===== src/rtl/ctl_cmd_pkg.sv =====
package ctl_cmd_pkg;
  localparam logic [7:0] PKT_BUS   = 8'd0;
  localparam logic [7:0] PKT_DEV   = 8'd1;
  localparam logic [7:0] PKT_ERR   = 8'd2;

  localparam logic [7:0] ERR_UNKNOWN  = 8'd2;
  localparam logic [7:0] ERR_BADPARAM = 8'd5;

  localparam logic [7:0] CMD_AUTOPOLL = 8'h01;
  localparam logic [7:0] CMD_GETTIME  = 8'h03;
  localparam logic [7:0] CMD_SETTIME  = 8'h09;
  localparam logic [7:0] CMD_PWRDN    = 8'h0A;
  localparam logic [7:0] CMD_FSFLAG   = 8'h0E;
  localparam logic [7:0] CMD_SYSRST   = 8'h11;
  localparam logic [7:0] CMD_RATE     = 8'h14;
  localparam logic [7:0] CMD_DEVLIST  = 8'h19;
  localparam logic [7:0] CMD_PWRMSG   = 8'h21;

  // seconds between the 1904 and 1970 epochs
  localparam logic [31:0] EPOCH_SHIFT = 32'd2082844800;

  typedef enum logic [2:0] {
    OP_NOP, OP_AUTOPOLL, OP_GETTIME, OP_SETTIME,
    OP_PWRDN, OP_SYSRST, OP_RATE, OP_DEVLIST
  } op_e;
endpackage


===== src/rtl/ctl_sec_clock.sv =====
module ctl_sec_clock #(
  parameter int          W    = 32,
  parameter logic [W-1:0] INIT = '0
) (
  input  logic         clk,
  input  logic         rst,
  input  logic         tick,
  input  logic         load,
  input  logic [W-1:0] load_val,
  output logic [W-1:0] sec
);
  always_ff @(posedge clk) begin
    if (rst)       sec <= INIT;
    else if (load) sec <= load_val;
    else if (tick) sec <= sec + 1'b1;
  end

  a_r12_tick_advance: assert property (@(posedge clk) disable iff (rst)
    (tick && !load) |=> sec == W'($past(sec) + 1'b1));

  a_r6_load_wins: assert property (@(posedge clk) disable iff (rst)
    load |=> sec == $past(load_val));
endmodule


===== src/rtl/ctl_cmd_decode.sv =====
module ctl_cmd_decode
  import ctl_cmd_pkg::*;
#(
  parameter int CW = 4
) (
  input  logic [7:0]    cmd,
  input  logic [CW-1:0] argc,
  input  logic [7:0]    arg0,
  output logic          known,
  output logic          args_ok,
  output op_e           op
);
  logic [CW-1:0] need;
  logic          value_ok;

  always_comb begin
    known    = 1'b1;
    op       = OP_NOP;
    need     = '0;
    value_ok = 1'b1;
    case (cmd)
      CMD_AUTOPOLL: begin op = OP_AUTOPOLL; need = CW'(1); end
      CMD_GETTIME:  begin op = OP_GETTIME;  need = CW'(0); end
      CMD_SETTIME:  begin op = OP_SETTIME;  need = CW'(4); end
      CMD_PWRDN:    begin op = OP_PWRDN;    need = CW'(0); end
      CMD_SYSRST:   begin op = OP_SYSRST;   need = CW'(0); end
      CMD_RATE:     begin op = OP_RATE;     need = CW'(1); value_ok = (arg0 != 8'd0); end
      CMD_DEVLIST:  begin op = OP_DEVLIST;  need = CW'(2); end
      CMD_FSFLAG:   need = CW'(1);
      CMD_PWRMSG:   need = CW'(1);
      default:      known = 1'b0;
    endcase
    args_ok = known && (argc == need) && value_ok;
  end
endmodule


===== src/rtl/ctl_cmd_dispatch.sv =====
module ctl_cmd_dispatch
  import ctl_cmd_pkg::*;
#(
  parameter int          IN_BYTES   = 8,
  parameter int          OUT_BYTES  = 8,
  parameter logic [31:0] START_UNIX = 32'd0,
  parameter logic [7:0]  RATE_INIT  = 8'd20,
  localparam int         LEN_W      = $clog2(IN_BYTES + 1),
  localparam int         OLEN_W     = $clog2(OUT_BYTES + 1)
) (
  input  logic                   clk,
  input  logic                   rst,
  input  logic                   pkt_valid,
  input  logic [LEN_W-1:0]       pkt_len,
  input  logic [8*IN_BYTES-1:0]  pkt_data,
  input  logic                   sec_tick,
  output logic                   rply_valid,
  output logic [OLEN_W-1:0]      rply_len,
  output logic [8*OUT_BYTES-1:0] rply_data,
  output logic                   autopoll_en,
  output logic [7:0]             poll_rate,
  output logic [15:0]            poll_mask,
  output logic                   pwr_down_req,
  output logic                   sys_reset_req
);
  localparam int ARGS = 4;

  logic [7:0]       b_type, b_cmd;
  logic [7:0]       arg [ARGS];
  logic [LEN_W-1:0] argc;
  logic             accept, known, args_ok, exec;
  op_e              op;
  logic [31:0]      sec;
  logic [8*OUT_BYTES-1:0] nxt_data;
  logic [OLEN_W-1:0]      nxt_len;

  assign b_type = pkt_data[7:0];
  assign b_cmd  = pkt_data[15:8];
  assign argc   = pkt_len - LEN_W'(2);

  for (genvar j = 0; j < ARGS; j++) begin : g_arg
    if (j + 2 < IN_BYTES) begin : g_in
      assign arg[j] = pkt_data[8*(j+2) +: 8];
    end else begin : g_zero
      assign arg[j] = 8'd0;
    end
  end

  assign accept = pkt_valid && (b_type == PKT_DEV) && (pkt_len >= LEN_W'(2));
  assign exec   = accept && args_ok;

  ctl_cmd_decode #(.CW(LEN_W)) u_dec (
    .cmd     (b_cmd),
    .argc    (argc),
    .arg0    (arg[0]),
    .known   (known),
    .args_ok (args_ok),
    .op      (op)
  );

  ctl_sec_clock #(.W(32), .INIT(START_UNIX + EPOCH_SHIFT)) u_clk (
    .clk      (clk),
    .rst      (rst),
    .tick     (sec_tick),
    .load     (exec && op == OP_SETTIME),
    .load_val ({arg[0], arg[1], arg[2], arg[3]}),
    .sec      (sec)
  );

  always_comb begin
    nxt_data = '0;
    if (!args_ok) begin
      nxt_data[7:0]   = PKT_ERR;
      nxt_data[15:8]  = known ? ERR_BADPARAM : ERR_UNKNOWN;
      nxt_data[23:16] = PKT_DEV;
      nxt_data[31:24] = b_cmd;
      nxt_len         = OLEN_W'(4);
    end else begin
      nxt_data[7:0]   = PKT_DEV;
      nxt_data[15:8]  = 8'd0;
      nxt_data[23:16] = b_cmd;
      nxt_len         = OLEN_W'(3);
      if (op == OP_GETTIME) begin
        nxt_data[31:24] = sec[31:24];
        nxt_data[39:32] = sec[23:16];
        nxt_data[47:40] = sec[15:8];
        nxt_data[55:48] = sec[7:0];
        nxt_len         = OLEN_W'(7);
      end
    end
  end

  always_ff @(posedge clk) begin
    if (rst) begin
      rply_valid    <= 1'b0;
      rply_len      <= '0;
      rply_data     <= '0;
      autopoll_en   <= 1'b0;
      poll_rate     <= RATE_INIT;
      poll_mask     <= 16'hFFFF;
      pwr_down_req  <= 1'b0;
      sys_reset_req <= 1'b0;
    end else begin
      rply_valid    <= accept;
      pwr_down_req  <= exec && op == OP_PWRDN;
      sys_reset_req <= exec && op == OP_SYSRST;
      if (accept) begin
        rply_len  <= nxt_len;
        rply_data <= nxt_data;
      end
      if (exec) begin
        case (op)
          OP_AUTOPOLL: autopoll_en <= (arg[0] != 8'd0);
          OP_RATE:     poll_rate   <= arg[0];
          OP_DEVLIST:  poll_mask   <= {arg[0], arg[1]};
          default: ;
        endcase
      end
    end
  end

  a_r1_reply_needs_dev_pkt: assert property (@(posedge clk) disable iff (rst)
    rply_valid |-> ($past(pkt_valid) && $past(pkt_data[7:0]) == PKT_DEV));

  a_r2_reply_len_legal: assert property (@(posedge clk) disable iff (rst)
    rply_valid |-> (rply_len == OLEN_W'(3) || rply_len == OLEN_W'(4) || rply_len == OLEN_W'(7)));

  a_r3_err_is_four: assert property (@(posedge clk) disable iff (rst)
    (rply_valid && rply_data[7:0] == PKT_ERR) |-> rply_len == OLEN_W'(4));

  a_r8_rate_nonzero: assert property (@(posedge clk) disable iff (rst)
    poll_rate != 8'd0);

  a_r11_pulse_with_ack: assert property (@(posedge clk) disable iff (rst)
    (pwr_down_req || sys_reset_req) |-> (rply_valid && rply_data[7:0] == PKT_DEV));
endmodule


===== config.mk =====
export PLATFORM = sky130hd
export DESIGN_NAME = ctl_cmd_dispatch
export DESIGN_NICKNAME = d
export VERILOG_FILES = /design/src/rtl/ctl_cmd_pkg.sv /design/src/rtl/ctl_sec_clock.sv /design/src/rtl/ctl_cmd_decode.sv /design/src/rtl/ctl_cmd_dispatch.sv
export SDC_FILE = /design/constraint.sdc
export NUM_CORES = 1
export LEC_CHECK = 0
export CORE_AREA = 2 2 103 105
export CTS_BUF_LIST = sky130_fd_sc_hd__clkbuf_2 sky130_fd_sc_hd__clkbuf_4 sky130_fd_sc_hd__clkbuf_8
export DETAILED_ROUTE_END_ITERATION = 10
export DIE_AREA = 0 0 105 107
export DONT_BUFFER_PORTS = 1
export GPL_ROUTABILITY_DRIVEN = 0
export PLACE_DENSITY = 0.81
export SYNTH_ARGS = -nofsm -noshare
export SYNTH_HDL_FRONTEND = slang
export SYNTH_HIERARCHICAL = 1
export SYNTH_SLANG_ARGS = --single-unit

===== constraint.sdc =====
create_clock -name clk -period 4.12 [get_ports clk]
set_input_delay 0.824 -clock clk [delete_from_list [all_inputs] [get_ports clk]]
set_output_delay 0.824 -clock clk [all_outputs]
set_load 0.02 [all_outputs]

==> flow_summary.toml <==
[final_layout]
area_growth_pct = 2.48
fin_cells = 767
n_antenna_cell = 0
nFillCells = 938
fin_nets = 700
multi_input_comb_area_sq_um = 2980
utilization_pct = 55.8
seq_area_sq_um = 2100
drive_gt1_share_pct = 6.66
finalInstanceArea_sq_um = 5630

[placement]
placed_cells = 751
hpwl_mm = 10.2
place_area_sq_um = 5400
post-place-ws_ns = 0.442
portBuffers = 0

[routing]
wl_per_cell_microns = 19.0
detail-route-antenna-nets = 0
dr_total_vias = 4915
drc = 0
first_pass_iters = 6
wirelength_mm = 14.6
viasPerCell = 6.41
drt_iter0_drc = 322

[global_route]
grt_overflow = 0
grt_use_met1_pct = 30.2
grt_use_met3_pct = 6.87
track_usage_pct = 25.5
grt_antenna_before_repair = 0
met2_usage_pct = 44.9
top_usage_layer = "met2"
grt_pass1_vias = 4605
grt_pass1_wl_mm = 23.3
grt_max_degree = 143

[power_and_ir_drop]
ir_worst_vdd_mv = 0.177
swShare_pct = 23.9
seq_power_share_pct = 55.7
power_mw = 1.85
p_comb_share_pct = 4.3
pwr_density_cell_nw_per_um2 = 328
p_clk_share_pct = 40.0
p_sw_uw = 442
p_leak_nw = 1.79
p_int_mw = 1.40

[floorplan]
ios = 168
coreArea_sq_um = 10100
die_height_microns = 107
dieArea_sq_um = 11200
start_util_pct = 54.4
rows = 37
die_x_microns = 105

[cts]
cts_buffers = 9
clkSlewWorstSetupHoldPaths_ns = 0.11
cts_max_level = 3
hold_buffers = 0
clock_latency_ns = 0.37
tritoncts = "done"
cts_sinks = 105
post-cts-setup-buffer-count = 0
cts-root-buf = "clkbuf_8"
cts_resized = 0
clockBufferDepth = 2

[hold_path]
min_path_cells = 2
worst_hold_path.endpoint = "rply_data[49]$_SDFFE_PP0P_"
hold_path.class = "flop to flop"
hold_path.startpoint = "u_clk/sec[1]$_SDFFE_PP0P_"

[timing]
max_slew_margin_pct = 55.8
rsz0062_at_grt = "no"
slew_violations = 0
max_freq_mhz = 295
hold_viol_final = 0
setup_violations = 0
finalSetupTns_ns = 0
setup_ws_ns = 0.731
worst_slew_pin_slew_ns = 0.663
period_share_pct = 82.3
fin_skew_ns = 0.0132
period_needed_ns = 3.39
holdWs_ns = 0.521

[synth]
yosysSeqAreaShare_pct = 38.3
yosysMostFrequentCell = "dfxtp_1"
ys_async_sr_fraction_pct = 0
synth_largest_area_cell = "dfxtp_1"
synth_area_sq_um = 5490
synth_edf_count = 0
yosys_warnings = 6
synth.top_cell.area_share_pct = 38.3
synth-main-ff-cell = "dfxtp_1"
synth_cells = 665
synth_seq_cells = 105
synth.distinct_cells = 63
synthTopCellsByArea = "dfxtp_1, a21oi_1, nor2_1, nand3_1, mux2i_1"
synth_area_per_cell_sq_um = 8.26
yosys-top-cells-count = "dfxtp_1, nor2_1, a21oi_1"

[setup_path]
critical_path.max_stage_delay_ns = 0.39
end_kind = "flop"
critPathMaxFanout = 35
cp_slowest_cell = "a2111oi_2"
crit_buf_inv = 2
rrSetupSlack_ns = 2.09
r2r_end = "u_clk/sec[22]$_SDFFE_PP0P_"
rr_worst_depth = 5
cp_cell_sequence = "nor3b_1 > a21boi_1 > a2111oi_2 > o2111a_1 > nand3_1 > nor3_2 > clkinv_1 > buf_12 > nand2_1 > nor4_1 > a211oi_1"
path_class = "input port to flop"
startpoint_type = "input port"
cp.arrival_ns = 3.67
crit_family = "compound AO/OA/AOI/OAI gates"
worstPathRequired_ns = 4.40
reg2reg_from = "u_clk/sec[3]$_SDFFE_PP0P_"

[outcome]
status = "complete, no violations"

[job]
drv_cap = 0
## registers in the layout, indices dropped and copies added, names as in the netlist
| signal | flops |
|---|---|
| rply_data | 43 |
| u_clk/sec | 32 |
| poll_mask | 16 |
| poll_rate | 8 |
| rply_len | 2 |
| autopoll_en | 1 |
| pwr_down_req | 1 |
| rply_valid | 1 |
| sys_reset_req | 1 |
## power groups by stage
| stage | combinational (mW) | clock (mW) | sequential (mW) |
|---|---|---|---|
| 2_1_floorplan | 0.104 | 0 | 1.05 |
| 3_3_place_gp | 0.0752 | 0 | 1.05 |
| 3_5_place_dp | 0.0787 | 0 | 1.05 |
| 4_1_cts | 0.0792 | 0.746 | 1.03 |
| 5_1_grt | 0.0892 | 0.788 | 1.03 |
| 6_report | 0.0802 | 0.738 | 1.03 |
## cells in the final DEF, fill, tap and decap left out, types with 15 or more instances in the layout
cell	netlist	routed
mux2i_1	20	20
o21ai_0	39	39
nor3_1	23	22
a21oi_1	52	52
nand2_1	32	32
dfxtp_1	105	105
nor2_1	62	61
nor3b_1	17	17
nand4_1	29	29
nand3_1	43	43
a211oi_1	15	15
conb_1	1	20
## cell type report
type / instances / area share, %
clock buffers: 9 / 2.20
multi-input cells: 488 / 52.9
repair buffers: 10 / 1.78
well taps: 136 / 3.02
flip-flops and latches: 105 / 37.3
clock inverters: 7 / 1.93
inverters: 12 / 0.800
## cells by family (layout without fill, tap and decap cells)
kind of cell | count (synthesis) | after routing | synth area share, %
buffers and inverters | 91 | 38 | 9.04
muxes | 20 | 20 | 3.64
adders and majority gates | 2 | 2 | 0.455
AOI/OAI and AO/OA | 156 | 156 | 18.5
xor gates and xnor gates | 13 | 13 | 2.07
and+or+nand+nor | 277 | 277 | 28.0
DFF | 105 | 105 | 38.3
other | 1 | 20 | 0.0683
## metal layers
metal	part of all wire, %	routed length [microns]
met1	39	5650
met2	51	7410
met3	8.5	1230
met5	0	0
met4	1.9	284
## tightest hold or removal path, cell delays in order, from the launching register on
cell and delay, ns:
dfxtp_1 0.35, nand3_1 0.08, a21oi_1 0.06
## worst max-delay path by stage
stage	start	depth (start not counted)	to	slack, ns
after floorplan	pkt_data[11]	12	u_clk/sec[24]$_SDFFE_PP0P_	0.53
after global placement	pkt_data[12]	10	u_clk/sec[31]$_SDFFE_PP0P_	0.57
after detailed placement	pkt_data[10]	10	u_clk/sec[31]$_SDFFE_PP0P_	0.44
after CTS	pkt_data[10]	10	u_clk/sec[31]$_SDFFE_PP0P_	0.83
after global routing	pkt_data[10]	11	u_clk/sec[21]$_SDFFE_PP1P_	0.55
final	pkt_data[10]	11	u_clk/sec[21]$_SDFFE_PP1P_	0.73
Power figures use the tool's default switching activity.
